### config.mk
export PLATFORM = sky130hd
export DESIGN_NAME = refresh_req_timer
export DESIGN_NICKNAME = d
export VERILOG_FILES = /design/src/rtl/rrt_pkg.sv /design/src/rtl/rrt_divider.sv /design/src/rtl/rrt_burst_seq.sv /design/src/rtl/refresh_req_timer.sv
export SDC_FILE = /design/constraint.sdc
export NUM_CORES = 1
export LEC_CHECK = 0
export CORE_MARGIN = 2
export CORE_UTILIZATION = 25
export DETAILED_ROUTE_END_ITERATION = 6
export SETUP_SLACK_MARGIN = 0.3
export SYNTH_ARGS = -nofsm -noshare
export SYNTH_HDL_FRONTEND = slang
export SYNTH_SLANG_ARGS = --single-unit
### constraint.sdc
create_clock -name clk -period 2.6 [get_ports clk]
set_input_delay 0.52 -clock clk [delete_from_list [all_inputs] [get_ports clk]]
set_output_delay 0.52 -clock clk [all_outputs]
set_load 0.02 [all_outputs]
### src/rtl/rrt_pkg.sv
package rrt_pkg;
   typedef enum logic [1:0] {
      SEQ_IDLE = 2'd0,
      SEQ_REQ  = 2'd1,
      SEQ_RUN  = 2'd2
   } rrt_state_e;
endpackage

### src/rtl/rrt_divider.sv
module rrt_divider #(
   parameter int W        = 8,
   parameter int MIN_DIV  = 1,
   parameter int MAX_DIV  = 255,
   parameter bit ZERO_OFF = 1'b1
) (
   input  logic         clk,
   input  logic         rst,
   input  logic         tick_i,
   input  logic [W-1:0] div_i,
   output logic         pulse_o
);
   if (MIN_DIV < 1)            $error("rrt_divider: MIN_DIV must be at least 1");
   if (MAX_DIV > (2**W) - 1)   $error("rrt_divider: MAX_DIV does not fit in W bits");
   if (MIN_DIV > MAX_DIV)      $error("rrt_divider: MIN_DIV above MAX_DIV");

   logic [W-1:0] eff;
   logic [W-1:0] lim;
   logic [W-1:0] cnt;

   if (ZERO_OFF) begin : g_off
      always_comb begin
         if (div_i == '0)                      eff = '0;
         else if (div_i < W'(MIN_DIV))         eff = W'(MIN_DIV);
         else if (div_i > W'(MAX_DIV))         eff = W'(MAX_DIV);
         else                                  eff = div_i;
      end
   end else begin : g_clamp
      always_comb begin
         if (div_i < W'(MIN_DIV))              eff = W'(MIN_DIV);
         else if (div_i > W'(MAX_DIV))         eff = W'(MAX_DIV);
         else                                  eff = div_i;
      end
   end

   assign pulse_o = tick_i && (lim != '0) && (cnt == lim - 1'b1);

   always_ff @(posedge clk) begin
      if (rst) begin
         cnt <= '0;
         lim <= eff;
      end else if (tick_i) begin
         if (lim == '0) begin
            lim <= eff;
         end else if (cnt == lim - 1'b1) begin
            cnt <= '0;
            lim <= eff;
         end else begin
            cnt <= cnt + 1'b1;
         end
      end
   end
endmodule

### src/rtl/rrt_burst_seq.sv
module rrt_burst_seq
   import rrt_pkg::*;
#(
   parameter int MAX_BEATS = 16,
   parameter int NUM_BANKS = 4,
   localparam int BEAT_IW  = $clog2(MAX_BEATS + 1),
   localparam int BANK_IW  = $clog2(NUM_BANKS + 1),
   localparam int BANK_SW  = (NUM_BANKS > 1) ? $clog2(NUM_BANKS) : 1
) (
   input  logic               clk,
   input  logic               rst,
   input  logic               trig_i,
   input  logic [BEAT_IW-1:0] beats_i,
   input  logic [BANK_IW-1:0] banks_i,
   input  logic               grant_i,
   input  logic               done_i,
   output logic               req_o,
   output logic [BANK_SW-1:0] bank_o,
   output logic               beat_stb_o
);
   localparam int BEAT_CW = (MAX_BEATS > 1) ? $clog2(MAX_BEATS) : 1;

   if (MAX_BEATS < 1) $error("rrt_burst_seq: MAX_BEATS must be at least 1");
   if (NUM_BANKS < 1) $error("rrt_burst_seq: NUM_BANKS must be at least 1");

   rrt_state_e         state;
   logic               pend;
   logic [BEAT_CW-1:0] beat_cnt;
   logic [BEAT_CW-1:0] beat_last;
   logic [BANK_SW-1:0] bank_last;
   logic [BEAT_IW-1:0] beats_eff;
   logic [BANK_IW-1:0] banks_eff;

   always_comb begin
      if (beats_i == '0)                     beats_eff = BEAT_IW'(1);
      else if (beats_i > BEAT_IW'(MAX_BEATS)) beats_eff = BEAT_IW'(MAX_BEATS);
      else                                   beats_eff = beats_i;
      if (banks_i == '0)                     banks_eff = BANK_IW'(1);
      else if (banks_i > BANK_IW'(NUM_BANKS)) banks_eff = BANK_IW'(NUM_BANKS);
      else                                   banks_eff = banks_i;
   end

   assign req_o      = (state == SEQ_REQ);
   assign beat_stb_o = (state == SEQ_RUN) && done_i;

   always_ff @(posedge clk) begin
      if (rst) begin
         state     <= SEQ_IDLE;
         pend      <= 1'b0;
         beat_cnt  <= '0;
         bank_o    <= '0;
         beat_last <= '0;
         bank_last <= '0;
      end else begin
         case (state)
            SEQ_IDLE: begin
               if (trig_i || pend) begin
                  state     <= SEQ_REQ;
                  pend      <= 1'b0;
                  beat_cnt  <= '0;
                  bank_o    <= '0;
                  beat_last <= BEAT_CW'(beats_eff - 1'b1);
                  bank_last <= BANK_SW'(banks_eff - 1'b1);
               end
            end
            SEQ_REQ: begin
               if (trig_i)  pend  <= 1'b1;
               if (grant_i) state <= SEQ_RUN;
            end
            SEQ_RUN: begin
               if (trig_i) pend <= 1'b1;
               if (done_i) begin
                  if (beat_cnt == beat_last) begin
                     beat_cnt <= '0;
                     if (bank_o == bank_last) begin
                        bank_o <= '0;
                        state  <= SEQ_IDLE;
                     end else begin
                        bank_o <= bank_o + 1'b1;
                     end
                  end else begin
                     beat_cnt <= beat_cnt + 1'b1;
                  end
               end
            end
            default: state <= SEQ_IDLE;
         endcase
      end
   end
endmodule

### src/rtl/refresh_req_timer.sv
module refresh_req_timer #(
   parameter int PRE_W     = 7,
   parameter int PRE_MAX   = 64,
   parameter int PER_W     = 8,
   parameter int MAX_BEATS = 16,
   parameter int NUM_BANKS = 4
) (
   input  logic                                         clk,
   input  logic                                         rst,
   input  logic                                         tick_en,
   input  logic [PRE_W-1:0]                             pre_div,
   input  logic [PER_W-1:0]                             per_div,
   input  logic [$clog2(MAX_BEATS+1)-1:0]               beats,
   input  logic [$clog2(NUM_BANKS+1)-1:0]               banks,
   input  logic                                         ref_grant,
   input  logic                                         ref_done,
   output logic                                         ref_req,
   output logic [((NUM_BANKS>1)?$clog2(NUM_BANKS):1)-1:0] ref_bank,
   output logic                                         beat_stb
);
   localparam int PER_MAX = (2**PER_W) - 1;

   if (PRE_MAX < 2) $error("refresh_req_timer: PRE_MAX must be at least 2");

   logic pre_pulse;
   logic trig;

   rrt_divider #(
      .W(PRE_W), .MIN_DIV(2), .MAX_DIV(PRE_MAX), .ZERO_OFF(1'b0)
   ) u_pre (
      .clk(clk), .rst(rst), .tick_i(tick_en), .div_i(pre_div), .pulse_o(pre_pulse)
   );

   rrt_divider #(
      .W(PER_W), .MIN_DIV(1), .MAX_DIV(PER_MAX), .ZERO_OFF(1'b1)
   ) u_per (
      .clk(clk), .rst(rst), .tick_i(pre_pulse), .div_i(per_div), .pulse_o(trig)
   );

   rrt_burst_seq #(
      .MAX_BEATS(MAX_BEATS), .NUM_BANKS(NUM_BANKS)
   ) u_seq (
      .clk(clk), .rst(rst), .trig_i(trig), .beats_i(beats), .banks_i(banks),
      .grant_i(ref_grant), .done_i(ref_done),
      .req_o(ref_req), .bank_o(ref_bank), .beat_stb_o(beat_stb)
   );
endmodule

== Word level (Yosys, flattened, before mapping) ==
Cells that the tools add are included.

* Bits in registers: 45
* Input bits: 28
* Output and inout port bits: 4

* Add/sub/neg operators: 8
* Magnitude comparators: 6
* Eq/ne operators: 12
* Mux-type cells: 37
* Bitwise logic cells: 2
* Reduce and logical (&&, ||, !) cells: 30

{| class="wikitable"
|+ Operators by type and width
! kind !! count
|-
| $mux 8 || 8
|-
| $mux 7 || 7
|-
| $mux 2 || 11
|-
| $mux 4 || 5
|-
| $logic_not 8->1 || 2
|-
| $reduce_and 2->1 || 5
|-
| $add 8x1->8 const B || 1
|-
| $eq 8x8->1 || 1
|-
| $gt 8x8->1 const B || 1
|-
| $lt 8x1->1 const B || 1
|-
| $ne 2x2->1 const B || 4
|-
| $pmux 4 s2 || 1
|-
| $reduce_bool 2->1 || 4
|-
| $reduce_bool 8->1 || 1
|-
| $sub 8x1->8 const B || 1
|-
| $add 7x1->7 const B || 1
|-
| $eq 7x7->1 || 1
|-
| $gt 7x7->1 const B || 1
|-
| $logic_not 7->1 || 1
|-
| $lt 7x2->1 const B || 1
|-
| $reduce_bool 7->1 || 1
|-
| $sub 7x1->7 const B || 1
|-
| $pmux 2 s3 || 1
|-
| $reduce_and 3->1 || 2
|-
| 24 further kinds || 32
|}

== Depth between registers and ports, before layout ==
* Depth after elaboration: 8
* Mapped depth: 12

== Modules after synthesis ==
A second synthesis with hierarchy kept.

* Cells, all modules: 300
* Area total of the unflattened synthesis: 2826.5 um^2

{| class="wikitable"
|+ By module, submodules not included
! module !! instances !! cells an instance !! area an instance (um^2) !! seq. area each (um^2)
|-
| rrt_divider (u_per) || 1 || 105 || 1001.0 || 400.4
|-
| rrt_divider (u_pre) || 1 || 97 || 918.4 || 350.3
|-
| rrt_burst_seq || 1 || 98 || 907.1 || 300.3
|}

== Worst setup path before layout ==
Ideal clock, no wire load.

* Path type: register -> register
* Start point: register u_per.lim[0]
* End point: register u_seq.beat_cnt[1]
* Setup time: 0.096 ns
* Arrival time: 2.292 ns
* Required time: 2.504 ns
* Setup slack: 0.212 ns
* Stages on the path, launching flop included: 12
* Clock period less this slack: 2.388 ns
* Path through: edfxtp_1 > inv_1 > ha_1 > clkbuf_1 > o21ai_0 > or4b_1 > o31ai_1 > o211a_1 > a211o_1 > buf_6 > nand2_1 > o41ai_2

* Longest elaborated chain between the ends: 6
* Elaborated cells on any way between the ends: 8
* Those cells by class: 1 x add/sub; 2 x eq/ne; 5 x reduce/logical

{| class="wikitable"
|+ Ends and longest elaborated chain
! what !! line !! source
|-
| start, declared || rrt_divider.sv:18 || <nowiki>logic [W-1:0] lim;</nowiki>
|-
| start signal, assigned || rrt_divider.sv:41 || <nowiki>lim <= eff;</nowiki>
|-
| start signal, assigned || rrt_divider.sv:44 || <nowiki>lim <= eff;</nowiki>
|-
| start signal, assigned || rrt_divider.sv:47 || <nowiki>lim <= eff;</nowiki>
|-
| $sub 8x1->8 / $reduce_bool 8->1 (equally long branches) || rrt_divider.sv:36 || <nowiki>assign pulse_o = tick_i && (lim != '0) && (cnt == lim - 1'b1);</nowiki>
|-
| $eq 8x8->1 / $logic_and 1x1->1 (equally long branches) || rrt_divider.sv:36 ||
|-
| $logic_and 1x1->1 (*) || rrt_divider.sv:36 ||
|-
| $logic_or 1x1->1 (*) || rrt_burst_seq.sv:57 || <nowiki>if (trig_i || pend) begin</nowiki>
|-
| $ne 2x1->1 (no source line) (*) || - ||
|-
| $reduce_and 3->1 (no source line) (*) || - ||
|-
| end signal, assigned || rrt_burst_seq.sv:82 || <nowiki>beat_cnt <= beat_cnt + 1'b1;</nowiki>
|-
| end, declared || rrt_burst_seq.sv:28 || <nowiki>logic [BEAT_CW-1:0] beat_cnt;</nowiki>
|}

Every way passes the cells marked *; elsewhere a longest branch is shown, timed or not.
A chain may end at the register's enable or synchronous reset.

== Worst setup path in the final report ==
* Start point: register u_per.lim[2]
* End point: register u_seq.beat_cnt[1]

Same word-level chain as after synthesis.

==> out/metrics.cfg <==
[status]
run_status=complete, no violations

[global_route]
antenna_found_initial=0
use_met2=0.182
grt_pass1_vias=2206
grt_start_max_net_pins=26
grt_overflow=0
use_met3=0.0205
track_usage=0.105
use_met1=0.134
busiest_layer=met2
grt_pass1_wl_mm=10.0

[timing]
fin_ws_ns=0.225
rsz0062_at_grt=yes
hold_violations=0
fmax_mhz=421
worst_pin_slew_ns=0.380
drv_slew=0
tns_ns=0
skew_ns=0.0145
fin_crit_ns=2.38
finalCritPeriodShare=0.914
setup_viol=0
max_slew_margin=0.744

[critical_path]
worst-r2r-cell-count=9
crit-reg2reg-capture=u_seq.beat_cnt[1]
crit_chain=nor4_2, nand2_1, xor2_1, o31ai_2, o211a_1, buf_4, a211o_2, a211o_1, o41ai_2
critPathKind=flip-flop to flip-flop
cp_slowest_stage_delay_ns=0.46
r2r-start=u_per.lim[2]
cp.depth=9
cp-end-kind=flip-flop
cpLargestDelayFamily=compound AO/OA/AOI/OAI gates
reg2reg_slack_ns=0.22
cp_max_fo=5
endpoint=u_seq.beat_cnt[1]
critPathRequiredTime_ns=2.81
crit_buf_inv=1
cp-startpoint=u_per.lim[2]
cp-start-kind=flip-flop
worstPathArrival_ns=2.59
slowest_stage=edfxtp_1

[die]
start_util=0.254
core_um2=10700
die_w_um=108
die_h_um=108
pin_count=32
rows=38
dieArea_um2=11700

[clock_network]
cts.htree.levels=2
cts-hold-fix-buffers=0
cts_buffer_depth=2
cts.sinks=45
path_clk_slew_ns=0.09
tritoncts=built
cts_made_buffers=5
clk_latency_ns=0.30
clockRootBuffer=clkbuf_8

[routing]
dr.pass1.iters=4
drt_wl_total_mm=6.19
wl_per_cell_um=12.9
drt-vias-per-instance=4.58
via_count=2204
drc=0
drt_iter0_drc=96
antenna_left=0

[synth]
synth-edff-count=15
synth_top_flop_cell=dfxtp_1
synth_nets=332
synth_top_family_by_area=simple AND/OR/NAND/NOR gates
ys_ff_latch=45
yosysSeqAreaShare=0.387
avgSynthCellArea_um2=9.29
synthSimpleGateAreaFrac=0.208
synth_mux_area_frac=0.0111
synth_cell_types=57
synth_xor_area_frac=0.135
yosysWarnings=0
synthArstFlopShare=0
syn_area_um2=2710
synth_compound_area_frac=0.142
netlist_instances=292
yosys.area_share.adder=0.0553

[placed_design]
placedCellCount=454
port-buffer-count=31
hpwl_mm=4.11
pre_cts_ws_ns=0.0198
gp_congestion=0.794

[hold_path]
min_path_type=flip-flop to flip-flop
hp-start=u_seq.state[1]

[cells_and_area]
nets=380
instances_no_fill=481
syn2layout_area_growth_pct=34.3
layout_common_cells=30 x clkdlybuf4s50_1, 30 x dfxtp_1, 24 x buf_4, 23 x xnor2_1, 22 x nor2_1
n_antenna_cell=0
drive_gt1_frac=0.214
fill_cells=1077

[power_and_ir_drop]
vdd_drop_max_v=0.000245
powerDensity_nw_per_um2=427
power.leakage_nw=1.39

[job]
cap_violations=0

[state kept, by name, indices dropped and copies added, names as in the netlist, 2 cells and up]
name / count
u_pre.lim: 7
u_seq.beat_cnt: 4
u_per.cnt: 8
u_seq.state: 2
u_seq.bank_last: 2
u_pre.cnt: 7
u_per.lim: 8
u_seq.bank_o: 2
u_seq.beat_last: 4
[stage by stage]
step / hold WS, ns / cell area, um^2 / power, mW / util
4_1_cts: 0.517 / 3460 / 1.55 / 0.323
3_5_place_dp: 0.493 / 3200 / 1.03 / 0.299
3_3_place_gp: 0.478 / 3200 / 1.03 / 0.299
2_1_floorplan: 0.462 / 2730 / 0.946 / -
6_report: 0.508 / 3640 / 1.56 / 0.341
5_1_grt: 0.559 / 3640 / 1.62 / 0.341
[cell families (layout without fill, tap and decap cells)]
kind of cell             count (synthesis)  count (layout)
AND/OR/NAND/NOR                         98              99
AO/OA/AOI/OAI                           53              55
flip-flops                              45              45
buffers and inverters                   41              87
XOR/XNOR                                40              40
adder cells (fa/ha/maj)                 12              12
multiplexers                             3               3
[worst reg2reg max path, stage by stage (launching register included)]
cell	delay, ns
edfxtp_1	0.46
nor4_2	0.33
nand2_1	0.12
xor2_1	0.18
o31ai_2	0.09
o211a_1	0.28
buf_4	0.16
a211o_2	0.34
a211o_1	0.28
o41ai_2	0.05
[final cells by class]
type / count / area, um^2 / area share
multi-input cells: 209 / 1720 / 0.472
flip-flops and latches: 45 / 1050 / 0.288
repair buffers: 57 / 512 / 0.140
well taps: 140 / 175 / 0.0481
clock buffers: 7 / 96.3 / 0.0264
inverters: 22 / 82.6 / 0.0227
clock inverters: 1 / 8.76 / 0.00240
[what timing repair did]
item / in CTS / in global routing
resized for setup: 16 / 22
pin swaps: 7 / 14
setup buffers: 6 / 10
hold endpoints to repair: 0 / 0
cloned: 2 / 1
endpoints found under the setup margin: 29 / 36
[per-layer routing]
| metal | routed length (um) | up-vias |
|---|---|---|
| li1 | - | 1129 |
| met1 | 2880 | 1029 |
| met2 | 2990 | 36 |
| met3 | 223 | 10 |
| met4 | 98 | 0 |
| met5 | 0 | - |
[worst min path at each step]
stage	to	cells past startpoint
2_1_floorplan	u_seq.pend	2
3_3_place_gp	u_seq.pend	2
3_5_place_dp	u_seq.pend	2
4_1_cts	u_seq.state[1]	2
5_1_grt	u_seq.state[0]	2
6_report	u_seq.state[1]	2
[synthesized netlist by cell type (2+ instances only)]
master	instances	share of area
dfxtp_1	30	0.22
nor2_1	25	0.035
xnor2_1	23	0.074
inv_1	22	0.030
a21oi_1	17	0.031
clkbuf_1	15	0.021
edfxtp_1	15	0.17
xor2_1	15	0.048
ha_1	12	0.055
nand2_1	10	0.014
nand3_1	9	0.017
nor3_1	9	0.017
nand2b_1	8	0.018
o21ai_0	8	0.015
a311oi_1	6	0.019
nor2b_1	6	0.014
nand4_1	5	0.012
nor4_1	5	0.012
nand3b_1	4	0.011
mux2i_1	3	0.011
a211o_1	2	0.0065
a21o_1	2	0.0055
and2_1	2	0.0046
nor3b_1	2	0.0055
nor4_2	2	0.0092
o2111a_1	2	0.0083
o211a_1	2	0.0074
or3_1	2	0.0046
[report_power, final]
part,internal (mW),switching [mW]
clock,0.246,0.257
combinational,0.143,0.142
sequential,0.748,0.0214
Note: power is estimated with default switching activity, not from simulation.
